==> config.mk <==
export PLATFORM = sky130hd
export DESIGN_NAME = pwr_mode_ctrl
export DESIGN_NICKNAME = d
export VERILOG_FILES = /design/src/rtl/pm_pkg.sv /design/src/rtl/pm_sync.sv /design/src/rtl/pm_regs.sv /design/src/rtl/pm_fsm.sv /design/src/rtl/pm_outreg.sv /design/src/rtl/pwr_mode_ctrl.sv
export SDC_FILE = /design/constraint.sdc
export NUM_CORES = 1
export LEC_CHECK = 0
export ABC_AREA = 1
export BUFFER_PORTS_ARGS = -buffer_cell sky130_fd_sc_hd__buf_4
export CORE_MARGIN = 2
export CORE_UTILIZATION = 59
export DETAILED_ROUTE_END_ITERATION = 10
export GPL_ROUTABILITY_DRIVEN = 0
export PLACE_DENSITY_LB_ADDON = 0.25
export SLEW_MARGIN = 30
export SYNTH_ARGS = -nofsm -noshare
export SYNTH_HDL_FRONTEND = slang
export SYNTH_SLANG_ARGS = --single-unit
==> constraint.sdc <==
create_clock -name clk -period 2.9 [get_ports clk]
set_clock_uncertainty 0.2 [all_clocks]
set_input_delay 0.725 -clock clk [delete_from_list [all_inputs] [get_ports clk]]
set_output_delay 0.725 -clock clk [all_outputs]
set_load 0.01 [all_outputs]
==> src/rtl/pm_pkg.sv <==
package pm_pkg;

  typedef enum logic [2:0] {
    PM_NORMAL = 3'd0,
    PM_SLOW   = 3'd1,
    PM_IDLE   = 3'd2,
    PM_SLEEP  = 3'd3,
    PM_WAKE   = 3'd4
  } pm_state_e;

  localparam logic [1:0] A_MODE  = 2'd0;
  localparam logic [1:0] A_CLKEN = 2'd1;
  localparam logic [1:0] A_WSRC  = 2'd2;
  localparam logic [1:0] A_CFG   = 2'd3;

  typedef struct packed {
    logic cpu_en;
    logic src_ext;
    logic pll_pdn;
    logic usb_en;
    logic pwr_on;
    logic rst_n;
  } pm_ctl_t;

  // control vector of one state; ret_slow tells idle which source to keep
  function automatic pm_ctl_t pm_decode(pm_state_e st, logic ret_slow, logic usb_cfg);
    pm_ctl_t c;
    c = '{cpu_en: 1'b1, src_ext: 1'b0, pll_pdn: 1'b0, usb_en: usb_cfg,
          pwr_on: 1'b1, rst_n: 1'b1};
    case (st)
      PM_SLOW:  begin c.src_ext = 1'b1; c.pll_pdn = 1'b1; end
      PM_IDLE:  begin c.cpu_en = 1'b0; c.src_ext = ret_slow; c.pll_pdn = ret_slow; end
      PM_SLEEP: c = '{cpu_en: 1'b0, src_ext: 1'b1, pll_pdn: 1'b1, usb_en: 1'b0,
                      pwr_on: 1'b0, rst_n: 1'b0};
      PM_WAKE:  c = '{cpu_en: 1'b0, src_ext: 1'b1, pll_pdn: 1'b0, usb_en: 1'b0,
                      pwr_on: 1'b1, rst_n: 1'b0};
      default: ;
    endcase
    return c;
  endfunction

  // peripheral clocks run whenever the core domain is up and out of reset
  function automatic logic pm_periph_on(pm_state_e st);
    return (st == PM_NORMAL) || (st == PM_SLOW) || (st == PM_IDLE);
  endfunction

  function automatic logic pm_req_ok(pm_state_e st);
    return (st == PM_NORMAL) || (st == PM_SLOW);
  endfunction

endpackage

==> src/rtl/pm_sync.sv <==
module pm_sync #(
  parameter int W = 1
) (
  input  logic         clk,
  input  logic         rst_n,
  input  logic [W-1:0] d,
  output logic [W-1:0] q
);
  logic [W-1:0] meta_q;

  always_ff @(posedge clk or negedge rst_n) begin
    if (!rst_n) begin
      meta_q <= '0;
      q      <= '0;
    end else begin
      meta_q <= d;
      q      <= meta_q;
    end
  end
endmodule

==> src/rtl/pm_regs.sv <==
module pm_regs
  import pm_pkg::*;
#(
  parameter int N_PERIPH = 8,
  parameter int N_EXT    = 16,
  parameter int HOLD_W   = 16,
  parameter int BUS_W    = 32,
  parameter int HOLD_RST = 4
) (
  input  logic              clk,
  input  logic              rst_n,
  input  logic              bus_wr,
  input  logic [1:0]        bus_addr,
  input  logic [BUS_W-1:0]  bus_wdata,
  output logic [BUS_W-1:0]  bus_rdata,
  input  pm_state_e         state_q,
  input  logic              src_set,
  input  logic [N_EXT:0]    src_vec,
  output logic              req_valid,
  output logic [1:0]        req_mode,
  output logic [N_PERIPH-1:0] clk_en_q,
  output logic              usb_cfg_q,
  output logic [HOLD_W-1:0] hold_cfg_q,
  output logic [N_EXT:0]    wake_src_q
);
  localparam int SRC_W = N_EXT + 1;

  logic wr_clken, wr_wsrc, wr_cfg;
  logic [SRC_W-1:0] clr_vec;

  assign req_valid = bus_wr && (bus_addr == A_MODE);
  assign req_mode  = bus_wdata[1:0];
  assign wr_clken  = bus_wr && (bus_addr == A_CLKEN);
  assign wr_wsrc   = bus_wr && (bus_addr == A_WSRC);
  assign wr_cfg    = bus_wr && (bus_addr == A_CFG);
  assign clr_vec   = wr_wsrc ? bus_wdata[SRC_W-1:0] : '0;

  always_ff @(posedge clk or negedge rst_n) begin
    if (!rst_n) begin
      clk_en_q   <= '1;
      usb_cfg_q  <= 1'b1;
      hold_cfg_q <= HOLD_W'(HOLD_RST);
      wake_src_q <= '0;
    end else begin
      if (wr_clken) clk_en_q <= bus_wdata[N_PERIPH-1:0];
      if (wr_cfg) begin
        usb_cfg_q  <= bus_wdata[BUS_W-1];
        hold_cfg_q <= bus_wdata[HOLD_W-1:0];
      end
      // a new wake event wins over a clear in the same cycle
      wake_src_q <= (wake_src_q & ~clr_vec) | (src_set ? src_vec : '0);
    end
  end

  always_comb begin
    bus_rdata = '0;
    case (bus_addr)
      A_MODE:  bus_rdata[2:0]          = state_q;
      A_CLKEN: bus_rdata[N_PERIPH-1:0] = clk_en_q;
      A_WSRC:  bus_rdata[SRC_W-1:0]    = wake_src_q;
      default: begin
        bus_rdata[HOLD_W-1:0] = hold_cfg_q;
        bus_rdata[BUS_W-1]    = usb_cfg_q;
      end
    endcase
  end
endmodule

==> src/rtl/pm_fsm.sv <==
module pm_fsm
  import pm_pkg::*;
#(
  parameter int N_EXT  = 16,
  parameter int HOLD_W = 16
) (
  input  logic              clk,
  input  logic              rst_n,
  input  logic              req_valid,
  input  logic [1:0]        req_mode,
  input  logic              irq_s,
  input  logic [N_EXT-1:0]  ext_s,
  input  logic              rtc_s,
  input  logic [HOLD_W-1:0] hold_cfg,
  output pm_state_e         state_q,
  output pm_state_e         state_d,
  output logic              ret_slow_d,
  output logic              req_accept,
  output logic              idle_wake,
  output logic              sleep_wake,
  output logic              hold_done
);
  logic              ret_slow_q;
  logic [HOLD_W-1:0] cnt_q, cnt_d;

  assign req_accept = req_valid && pm_req_ok(state_q);
  assign idle_wake  = (state_q == PM_IDLE) && irq_s;
  assign sleep_wake = (state_q == PM_SLEEP) && ((|ext_s) || rtc_s);
  assign hold_done  = (state_q == PM_WAKE) && (cnt_q == '0);

  always_comb begin
    state_d    = state_q;
    ret_slow_d = ret_slow_q;
    cnt_d      = cnt_q;
    case (state_q)
      PM_NORMAL, PM_SLOW: begin
        if (req_accept) begin
          state_d = pm_state_e'({1'b0, req_mode});
          if (req_mode == 2'd2) ret_slow_d = (state_q == PM_SLOW);
        end
      end
      PM_IDLE: if (idle_wake) state_d = ret_slow_q ? PM_SLOW : PM_NORMAL;
      PM_SLEEP: if (sleep_wake) begin
        state_d = PM_WAKE;
        cnt_d   = hold_cfg;
      end
      PM_WAKE: begin
        if (hold_done) begin
          state_d    = PM_NORMAL;
          ret_slow_d = 1'b0;
        end else begin
          cnt_d = cnt_q - 1'b1;
        end
      end
      default: state_d = PM_NORMAL;
    endcase
  end

  always_ff @(posedge clk or negedge rst_n) begin
    if (!rst_n) begin
      state_q    <= PM_NORMAL;
      ret_slow_q <= 1'b0;
      cnt_q      <= '0;
    end else begin
      state_q    <= state_d;
      ret_slow_q <= ret_slow_d;
      cnt_q      <= cnt_d;
    end
  end
endmodule

==> src/rtl/pm_outreg.sv <==
module pm_outreg
  import pm_pkg::*;
#(
  parameter int N_PERIPH = 8
) (
  input  logic                clk,
  input  logic                rst_n,
  input  pm_state_e           state_d,
  input  logic                ret_slow_d,
  input  logic [N_PERIPH-1:0] clk_en_q,
  input  logic                usb_cfg_q,
  output logic                cpu_clk_en,
  output logic                clk_src_ext,
  output logic                pll_pdn,
  output logic [N_PERIPH-1:0] periph_clk_en,
  output logic                usb_clk_en,
  output logic                core_pwr_on,
  output logic                core_rst_n
);
  pm_ctl_t ctl_d;
  logic    per_on_d;

  assign ctl_d    = pm_decode(state_d, ret_slow_d, usb_cfg_q);
  assign per_on_d = pm_periph_on(state_d);

  always_ff @(posedge clk or negedge rst_n) begin
    if (!rst_n) begin
      cpu_clk_en  <= 1'b1;
      clk_src_ext <= 1'b0;
      pll_pdn     <= 1'b0;
      usb_clk_en  <= 1'b1;
      core_pwr_on <= 1'b1;
      core_rst_n  <= 1'b1;
    end else begin
      cpu_clk_en  <= ctl_d.cpu_en;
      clk_src_ext <= ctl_d.src_ext;
      pll_pdn     <= ctl_d.pll_pdn;
      usb_clk_en  <= ctl_d.usb_en;
      core_pwr_on <= ctl_d.pwr_on;
      core_rst_n  <= ctl_d.rst_n;
    end
  end

  for (genvar i = 0; i < N_PERIPH; i++) begin : g_per
    always_ff @(posedge clk or negedge rst_n) begin
      if (!rst_n) periph_clk_en[i] <= 1'b1;
      else        periph_clk_en[i] <= per_on_d && clk_en_q[i];
    end
  end
endmodule

==> src/rtl/pwr_mode_ctrl.sv <==
module pwr_mode_ctrl
  import pm_pkg::*;
#(
  parameter int N_PERIPH = 8,
  parameter int N_EXT    = 16,
  parameter int HOLD_W   = 16,
  parameter int BUS_W    = 32,
  parameter int HOLD_RST = 4
) (
  input  logic                clk,
  input  logic                rst_n,
  input  logic                bus_wr,
  input  logic [1:0]          bus_addr,
  input  logic [BUS_W-1:0]    bus_wdata,
  output logic [BUS_W-1:0]    bus_rdata,
  input  logic                cpu_irq,
  input  logic [N_EXT-1:0]    ext_irq,
  input  logic                rtc_alarm,
  output logic                cpu_clk_en,
  output logic                clk_src_ext,
  output logic                pll_pdn,
  output logic [N_PERIPH-1:0] periph_clk_en,
  output logic                usb_clk_en,
  output logic                core_pwr_on,
  output logic                core_rst_n
);
  localparam int SYNC_W = N_EXT + 2;

  logic [SYNC_W-1:0]   sync_q;
  logic                irq_s, rtc_s;
  logic [N_EXT-1:0]    ext_s;
  logic                req_valid, req_accept, idle_wake, sleep_wake, hold_done;
  logic [1:0]          req_mode;
  logic [N_PERIPH-1:0] clk_en_q;
  logic                usb_cfg_q, ret_slow_d;
  logic [HOLD_W-1:0]   hold_cfg_q;
  logic [N_EXT:0]      wake_src_q;
  pm_state_e           state_q, state_d;

  pm_sync #(.W(SYNC_W)) u_sync (
    .clk(clk), .rst_n(rst_n), .d({cpu_irq, rtc_alarm, ext_irq}), .q(sync_q));

  assign irq_s = sync_q[SYNC_W-1];
  assign rtc_s = sync_q[N_EXT];
  assign ext_s = sync_q[N_EXT-1:0];

  pm_regs #(.N_PERIPH(N_PERIPH), .N_EXT(N_EXT), .HOLD_W(HOLD_W),
            .BUS_W(BUS_W), .HOLD_RST(HOLD_RST)) u_regs (
    .clk(clk), .rst_n(rst_n), .bus_wr(bus_wr), .bus_addr(bus_addr),
    .bus_wdata(bus_wdata), .bus_rdata(bus_rdata), .state_q(state_q),
    .src_set(sleep_wake), .src_vec({rtc_s, ext_s}),
    .req_valid(req_valid), .req_mode(req_mode), .clk_en_q(clk_en_q),
    .usb_cfg_q(usb_cfg_q), .hold_cfg_q(hold_cfg_q), .wake_src_q(wake_src_q));

  pm_fsm #(.N_EXT(N_EXT), .HOLD_W(HOLD_W)) u_fsm (
    .clk(clk), .rst_n(rst_n), .req_valid(req_valid), .req_mode(req_mode),
    .irq_s(irq_s), .ext_s(ext_s), .rtc_s(rtc_s), .hold_cfg(hold_cfg_q),
    .state_q(state_q), .state_d(state_d), .ret_slow_d(ret_slow_d),
    .req_accept(req_accept), .idle_wake(idle_wake), .sleep_wake(sleep_wake),
    .hold_done(hold_done));

  pm_outreg #(.N_PERIPH(N_PERIPH)) u_out (
    .clk(clk), .rst_n(rst_n), .state_d(state_d), .ret_slow_d(ret_slow_d),
    .clk_en_q(clk_en_q), .usb_cfg_q(usb_cfg_q), .cpu_clk_en(cpu_clk_en),
    .clk_src_ext(clk_src_ext), .pll_pdn(pll_pdn), .periph_clk_en(periph_clk_en),
    .usb_clk_en(usb_clk_en), .core_pwr_on(core_pwr_on), .core_rst_n(core_rst_n));
endmodule

## Word-level counts from Yosys, hierarchy flattened

Cells that the tools add are included.

- Mux-type cells: 23
- Add/subtract/negate cells: 1
- Bitwise logic cells: 3
- Reduce and logical (&&, ||, !) cells: 32
- Equality and inequality tests: 14

Operators with widths:

| cell | count |
|---|---|
| 17-bit 2-to-1 mux | 2 |
| 16-bit 2-to-1 mux | 2 |
| 16-bit case mux with 2 select lines | 1 |
| 17-bit AND | 1 |
| 17-bit NOT | 1 |
| 17-bit OR | 1 |
| 1-bit logical AND | 16 |
| 16-bit zero test | 1 |
| 8-bit case mux with 2 select lines | 1 |
| 16-bit OR reduction | 1 |
| 16-bit by 1-bit subtractor with 16-bit output, second input constant | 1 |
| 5-bit case mux with 3 select lines | 1 |
| 3-bit by 2-bit equality test with 1-bit output, second input constant | 4 |
| 3-bit 2-to-1 mux | 4 |
| 3-bit case mux with 4 select lines | 1 |
| 3-bit case mux with 3 select lines | 1 |
| 1-bit 2-to-1 mux | 7 |
| 2-bit equality test, second input constant | 3 |
| 3-bit by 1-bit equality test with 1-bit output, second input constant | 2 |
| 3-bit equality test, second input constant | 2 |
| 3-bit zero test | 2 |
| 2-bit case mux with 3 select lines | 1 |
| 3-bit case mux with 2 select lines | 1 |
| 2-bit OR reduction | 3 |
| 8 further kinds | 13 |

- Logic and storage cells: 96
- Output and inout bits: 46
- Register bits: 112
- Input bits: 55

## Logic depth before layout (Yosys ltp)

Gate-level depths: netlist of the first run.

- Depth after elaboration: 9
- Gate-level depth with buffers: 11
- Mapped depth without buffers: 11

## Cells and area by module

Synthesis of the first run repeated with hierarchy kept, for this count alone.

- Cell total of the unflattened synthesis: 628
- Area total of the unflattened synthesis: 5237.5 um2

By module, submodules not included:

| module | cells an instance | area each (um2) | instances |
|---|---|---|---|
| pm_regs | 294 | 2235.9 | 1 |
| pm_fsm | 249 | 1579.0 | 1 |
| pm_sync | 36 | 900.9 | 1 |
| pm_outreg | 49 | 521.8 | 1 |

## Worst setup path after synthesis of the first run

Ideal clock, no wire load.

- Path type: input to output
- Start: input port bus_addr[1]
- End: output port bus_rdata[4]
- Stages: 5
- Path buffers: 1
- Required time: 1.975 ns
- Data arrival time: 1.395 ns
- Slack: 0.580 ns
- Cells stage by stage: inv_2 nor2_4 clkbuf_1 nand2_1 o211ai_1

- Word-level cells in the longest chain between the ends: 2
- Elaborated cells between the ends (all ways): 4

RTL lines:

| element | line | text |
|---|---|---|
| from (decl) | pwr_mode_ctrl.sv:13 | `input logic [1:0] bus_addr,` |
| 2-bit equality test, or another cell as far along | pm_regs.sv:57 | `case (bus_addr)` |
| 5-bit case mux with 3 select lines (*) | pm_regs.sv:57 |  |
| to (decl) | pwr_mode_ctrl.sv:15 | `output logic [BUS_W-1:0] bus_rdata,` |

Mark *: on every way between the ends. The rest lies on a longest branch, timed or not.

## Worst setup path in the final report of the first run

- Start: input port bus_addr[1]
- End: output port bus_rdata[2]

- Word-level cells in the longest chain between the ends: 2
- Elaborated cells between the ends (all ways): 4

RTL lines:

| element | line |
|---|---|
| 2-bit equality test, or another cell as far along | pm_regs.sv:57 |
| 3-bit case mux with 3 select lines (*) | pm_regs.sv:57 |

Marked as above.

==> flow_metrics.env, run 1 <==
export IMPL_status="complete, no violations"
export IMPL_stdcell_count=745
export IMPL_hold_ws_ps=153
export IMPL_max_slew_margin_pct=59.7
export IMPL_crit_top_cell="buf_4"
export IMPL_synthArstFlopShare_pct=100
export IMPL_synth_area_leader_cell="dfrtp_1"
export IMPL_synth_compound_area_share_pct=9.65
export IMPL_first_global_vias=3833
export IMPL_maxCapViolCount=0
export IMPL_routed_wl_microns=10500
export IMPL_synth_edf_count=0
export IMPL_placed_cells=729
export IMPL_nets=692
export IMPL_cts_buffers=9
export IMPL_worstMarginPinSlew_ps=605
export IMPL_synth_common_cells="149 x nand2_1, 90 x dfrtp_1, 68 x o21ai_0"
export IMPL_top_usage_layer="met2"
export IMPL_yosysMostFrequentCell="nand2_1"
export IMPL_synth_flop_cell="dfrtp_1"
export IMPL_grt_use_met1_pct=32.3
export IMPL_grt_pass1_wl_microns=17400
export IMPL_gr_usage_met2_pct=42.0
export IMPL_seq_area_frac_synth_pct=57.3
export IMPL_drc=0
export IMPL_finalCriticalPeriod_ps=2700
export IMPL_synth_cell_types=33
export IMPL_clock_sinks=112
export IMPL_start_kind="input port"
export IMPL_cts_max_level=3
export IMPL_critPathRequiredTime_ps=1980
export IMPL_critPathMaxFanout=8
export IMPL_yosys_area_share_simple_pct=23.5
export IMPL_core_area_sq_mm=0.00818
export IMPL_pre_cts_ws_ps=250
export IMPL_drtIter0Drc=273
export IMPL_overflow=0
export IMPL_syn_area_per_cell_sq_um=8.79
export IMPL_dieArea_sq_mm=0.00912
export IMPL_cp_arrival_ps=1770
export IMPL_synth_warnings=0
export IMPL_clockRootBuffer="clkbuf_8"
export IMPL_ctsResizeCount=0
export IMPL_hp_class="flop to flop"
export IMPL_hold_viol_final=0
export IMPL_fin_tns_setup_ps=0
export IMPL_antenna_found_initial=0
export IMPL_viasPerCell=5.26
export IMPL_post_cts_buffers=0
export IMPL_setup_ws_ps=204
export IMPL_synthTopCellsByArea="dfrtp_1 46%, dfstp_2 12%, nand2_1 11%"
export IMPL_synth_top_family_by_area="simple AND/OR/NAND/NOR gates"
export IMPL_cts_hold_fix_buffers=0
export IMPL_synth_top_area_share_pct=45.6
export IMPL_cts_tree="done"
export IMPL_synthMuxAreaShare_pct=0
export IMPL_setup_viol=0
export IMPL_path_clk_slew_ps=110
export IMPL_synth_seq_cells=112
export IMPL_drive_gt1_share_pct=22.5
export IMPL_n_antenna_cell=0
export IMPL_area_growth_pct=15.9
export IMPL_p_per_area_mw_per_mm2=791
export IMPL_crit_chain="buf_4 -> inv_2 -> nand2_1 -> nor2_1 -> a221oi_1 -> o21ai_0 -> buf_4"
export IMPL_fp_dieH_microns=95.5
export IMPL_ir_worst_vdd_v=0.000449
export IMPL_track_usage_pct=25.3
export IMPL_synthAdderAreaFrac_pct=0.507
export IMPL_die_x_microns=95.5
export IMPL_max_freq_mhz=371
export IMPL_synthCells=562
export IMPL_critPathKind="input port to output pin"
export IMPL_wl_per_cell_microns=14.1
export IMPL_rsz0062_at_grt="no"
export IMPL_clk_latency_ps=380
export IMPL_drt_pass1_iter_count=5
export IMPL_grt_max_degree=48
export IMPL_crit_family="compound AO/OA/AOI/OAI gates"
export IMPL_pin_count=101
export IMPL_drtAntennaViolNets=0
export IMPL_critPathMaxStageDelay_ps=250
export IMPL_place_hpwl_microns=7720
export IMPL_endpoint_kind="output pin"
export IMPL_synth_xor_area_share_pct=0.355
export IMPL_crit_slowest_cell="nand2_1"
export IMPL_worst_path_buf_inv=3
export IMPL_cellLeakagePower_nw=2.89
export IMPL_final_util_pct=70.0
export IMPL_vias=3916
export IMPL_netlist_area_sq_mm=0.00494
export IMPL_port_buffers=72
export IMPL_clock_path_buffers=2
export IMPL_start_util_pct=60.4
export IMPL_row_count=33
export IMPL_finalCritPeriodShare_pct=93.0
export IMPL_finalMaxSlewViolations=0
export IMPL_grt_use_met3_pct=4.66
-- logic make-up (layout without fill, tap and decap cells) --
logic type	Yosys count	in the layout
AO/OA/AOI/OAI	87	87
other	1	14
adder cells (fa/ha/maj)	2	2
AND/OR/NAND/NOR	264	264
buffers and inverters	94	159
XOR/XNOR	2	2
flip-flops	112	112
-- final timing paths --
check,start,to,slack (ps),cells after the start
min in group asynchronous,rst_n,u_regs.wake_src_q[11],160,1
max in group asynchronous,rst_n,u_sync.meta_q[6],1620,2
setup reg to reg,u_sync.q[16],u_out.periph_clk_en[7],620,9
hold reg to reg,u_sync.meta_q[6],u_sync.q[6],150,0
hold / removal,u_sync.meta_q[6],u_sync.q[6],150,0
setup / recovery,bus_addr[1],bus_rdata[2],200,7
-- metrics by stage --
step           instance area (sq um)  total power (W)
4_1_cts                         5730          0.00456
3_3_place_gp                    5540          0.00359
2_1_floorplan                   4990          0.00317
3_5_place_dp                    5540          0.00366
6_report                        5730          0.00453
5_1_grt                         5730          0.00486
-- placed cells by master (no fill, tap or decap), types with 2 or more instances in the layout --
cell         n
nand2_4      2
ha_1         2
a21oi_2      2
o21ai_0     68
nor2_4       3
nand2_1    149
nand3b_1     2
inv_8        2
buf_4       76
dfrtp_1     90
nor2_1      46
conb_1      14
xor2_1       2
o221ai_1     2
a22o_1       2
o211ai_1     3
o21ai_1      4
o2111ai_1    2
inv_1       59
nand3_1     44
a21oi_1      3
inv_2        6
nor2_2       9
nand2_2      5
dfstp_2     22
clkbuf_8     9
-- where the power goes --
part | leakage [nW] | switching (W) | internal (W) | total (W)
sequential | 1.35 | 0.000236 | 0.00195 | 0.00219
combinational | 1.44 | 0.000921 | 0.000536 | 0.00146
clock | 0.0937 | 0.000551 | 0.000337 | 0.000888
total | 2.89 | 0.00171 | 0.00282 | 0.00453
-- cell type report --
class                      instances  area [sq um]
timing repair buffer              77           591
fill                             648          2450
inverter                          66           250
sequential                       112          2830
multi-input combinational        369          1730
clock buffer                      10           128
clock inverter                     6          63.8
tap                              105           131
-- state kept, by name, summed over array words and instances, names as in the netlist --
signal               cells
u_fsm.ret_slow_q         1
u_out.cpu_clk_en         1
u_out.usb_clk_en         1
u_regs.usb_cfg_q         1
u_fsm.state_q            3
u_out.core_rst_n         1
u_regs.hold_cfg_q       16
u_out.pll_pdn            1
u_out.core_pwr_on        1
u_out.periph_clk_en      8
u_regs.clk_en_q          8
u_out.clk_src_ext        1
u_sync.q                18
u_regs.wake_src_q       17
u_fsm.cnt_q             16
u_sync.meta_q           18
-- routing by layer --
| metal | wire length, microns | vias to the layer above |
|---|---|---|
| met1 | 4420 | 1866 |
| met5 | 0 | - |
| met3 | 559 | 26 |
| met4 | 321 | 0 |
| met2 | 5200 | 132 |
| li1 | - | 1892 |
(Power assumes the default switching activity.)
==> run 2, diff against run 1 <==
--- a/config.mk
+++ b/config.mk
@@ -8,7 +8,7 @@
 export ABC_AREA = 1
 export BUFFER_PORTS_ARGS = -buffer_cell sky130_fd_sc_hd__buf_4
 export CORE_MARGIN = 2
-export CORE_UTILIZATION = 59
+export CORE_UTILIZATION = 55
 export DETAILED_ROUTE_END_ITERATION = 10
 export GPL_ROUTABILITY_DRIVEN = 0
 export PLACE_DENSITY_LB_ADDON = 0.25
==> constraint.sdc (replaced) <==
create_clock -name clk -period 2.6 [get_ports clk]
set_clock_uncertainty 0.2 [all_clocks]
set_input_delay 0.65 -clock clk [delete_from_list [all_inputs] [get_ports clk]]
set_output_delay 0.65 -clock clk [all_outputs]
set_load 0.01 [all_outputs]
==> flow_metrics.env, run 2 (synthesized netlist as in run 1, its figures left out) <==
export IMPL_status="complete, no violations"
export IMPL_final_common_cell="nand2_1"
export IMPL_clk_latency_ps=380
export IMPL_path_clk_slew_ps=120
export IMPL_pin_count=101
export IMPL_crit_chain="buf_4 -> inv_2 -> nand2_1 -> nor2_1 -> a221oi_1 -> o21ai_0 -> buf_4"
export IMPL_endpoint_kind="output pin"
export IMPL_crit_top_cell="buf_4"
export IMPL_grt_pass1_wl_microns=18100
export IMPL_cellLeakagePower_nw=2.92
export IMPL_worstMarginPinSlew_ps=529
export IMPL_grt_max_degree=39
export IMPL_setup_ws_ps=95.7
export IMPL_postLayoutCellArea_sq_mm=0.00578
export IMPL_ctsResizeCount=0
export IMPL_p_sw_w=0.00192
export IMPL_combPwrFrac_pct=32.2
export IMPL_clockRootBuffer="clkbuf_8"
export IMPL_placed_cells=738
export IMPL_maxCapViolCount=0
export IMPL_layout_common_cells="149 x nand2_1, 90 x dfrtp_1, 83 x buf_4"
export IMPL_n_fill_cell=697
export IMPL_port_buffers=72
export IMPL_area_growth_pct=16.9
export IMPL_dieArea_sq_mm=0.00976
export IMPL_max_slew_margin_pct=64.6
export IMPL_p_int_w=0.00317
export IMPL_critPathKind="input port to output pin"
export IMPL_totalPowerFinal_w=0.00509
export IMPL_drtIter0Drc=295
export IMPL_critPathRequiredTime_ps=1750
export IMPL_pre_cts_ws_ps=108
export IMPL_clkPwrFrac_pct=19.9
export IMPL_crit_family="compound AO/OA/AOI/OAI gates"
export IMPL_setup_viol=0
export IMPL_ir_worst_vdd_v=0.000518
export IMPL_vias=3926
export IMPL_fp_dieH_microns=98.8
export IMPL_n_antenna_cell=0
export IMPL_track_usage_pct=23.5
export IMPL_rsz0062_at_grt="no"
export IMPL_viasPerCell=5.20
export IMPL_core_area_sq_mm=0.00872
export IMPL_worst_path_buf_inv=3
export IMPL_cts_buffers=9
export IMPL_routed_wl_microns=10700
export IMPL_finalMaxSlewViolations=0
export IMPL_antenna_found_initial=0
export IMPL_hp_class="flop to flop"
export IMPL_cts_tree="done"
export IMPL_clock_sinks=112
export IMPL_die_x_microns=98.8
export IMPL_max_freq_mhz=399
export IMPL_critPathMaxFanout=8
export IMPL_crit_slowest_cell="nand2_1"
export IMPL_dpl_instance_area_sq_mm=0.00557
export IMPL_drc=0
export IMPL_cts_max_level=3
export IMPL_wl_met2_microns=5530
export IMPL_finalCriticalPeriod_ps=2500
export IMPL_place_hpwl_microns=7920
export IMPL_hold_viol_final=0
export IMPL_p_sw_share_pct=37.8
export IMPL_start_kind="input port"
export IMPL_clock_path_buffers=2
export IMPL_wl_met1_microns=4460
export IMPL_overflow=0
export IMPL_cp_arrival_ps=1650
export IMPL_wl_per_cell_microns=14.2
export IMPL_pwr_share_seq_pct=47.9
export IMPL_stdcell_count=755
export IMPL_row_count=34
export IMPL_critPathMaxStageDelay_ps=240
export IMPL_drt_pass1_iter_count=5
export IMPL_p_per_area_mw_per_mm2=881
export IMPL_finalCritPeriodShare_pct=96.3
export IMPL_routed_top_layer="met4"
export IMPL_reg_top3="u_sync.meta_q: 18 flops, u_sync.q: 18 flops, u_regs.wake_src_q: 17 flops"
export IMPL_start_util_pct=56.6
export IMPL_nets=699
export IMPL_fin_tns_setup_ps=0
export IMPL_met3_length_microns=585
export IMPL_drive_gt1_share_pct=23.3
export IMPL_drtAntennaViolNets=0
export IMPL_first_global_vias=3867
run 2: cell types whose count changed in the layout (fill, tap and decap cells not counted):
cell and delta:
clkinvlp_4 -1, clkbuf_1 -1, buf_12 -1, buf_4 +7
clkinv_2 +1, clkinv_4 +1, dlygate4sd3_1 +1
run 2: final timing paths:
| check | start | endpoint | slack, ps | depth (start not counted) |
|---|---|---|---|---|
| setup / recovery | bus_addr[1] | bus_rdata[2] | 100 | 7 |
| hold / removal | u_sync.meta_q[12] | u_sync.q[12] | 150 | 0 |
| setup reg to reg | u_fsm.state_q[0] | u_out.periph_clk_en[7] | 480 | 7 |
| hold reg to reg | u_sync.meta_q[12] | u_sync.q[12] | 150 | 0 |
| max in group asynchronous | rst_n | u_sync.meta_q[16] | 890 | 3 |
| min in group asynchronous | rst_n | u_regs.hold_cfg_q[8] | 520 | 2 |
run 2: power groups by stage:
stage | clock network, W | registers, W | logic (W)
6_report | 0.00101 | 0.00244 | 0.00164
5_1_grt | 0.00111 | 0.00249 | 0.00185
4_1_cts | 0.00103 | 0.00243 | 0.00164
3_5_place_dp | 0 | 0.00246 | 0.00163
3_3_place_gp | 0 | 0.00245 | 0.00158
2_1_floorplan | 0 | 0.00243 | 0.00110
run 2: area by class of cell:
type	count	area [sq um]	share of cell area, %
well taps	108	135	2.34
clock buffers	9	124	2.14
clock inverters	7	70.1	1.21
inverters	66	250	4.33
multi-input cells	369	1730	30.0
flip-flops and latches	112	2830	49.0
repair buffers	84	633	11.0
run 2: routing by layer:
metal | vias up | global-route usage (%)
li1 | 1911 | -
met1 | 1891 | 30.7
met2 | 110 | 39.9
met3 | 14 | 4.54
met4 | 0 | 7.17
met5 | - | 0
run 2: metrics by stage:
stage / utilization, % / hold WS (ps)
after CTS: 66.2 / 150
final: 66.2 / 155
after detailed placement: 63.9 / 135
after global routing: 66.2 / 135
after global placement: 63.9 / 131
after floorplan: - / 131
run 2: what timing repair did:
action                                  CTS  global route
hold buffers                              1             0
setup buffers                             0             0
endpoints found under the hold margin    14             0
endpoints found under the setup margin    0             0
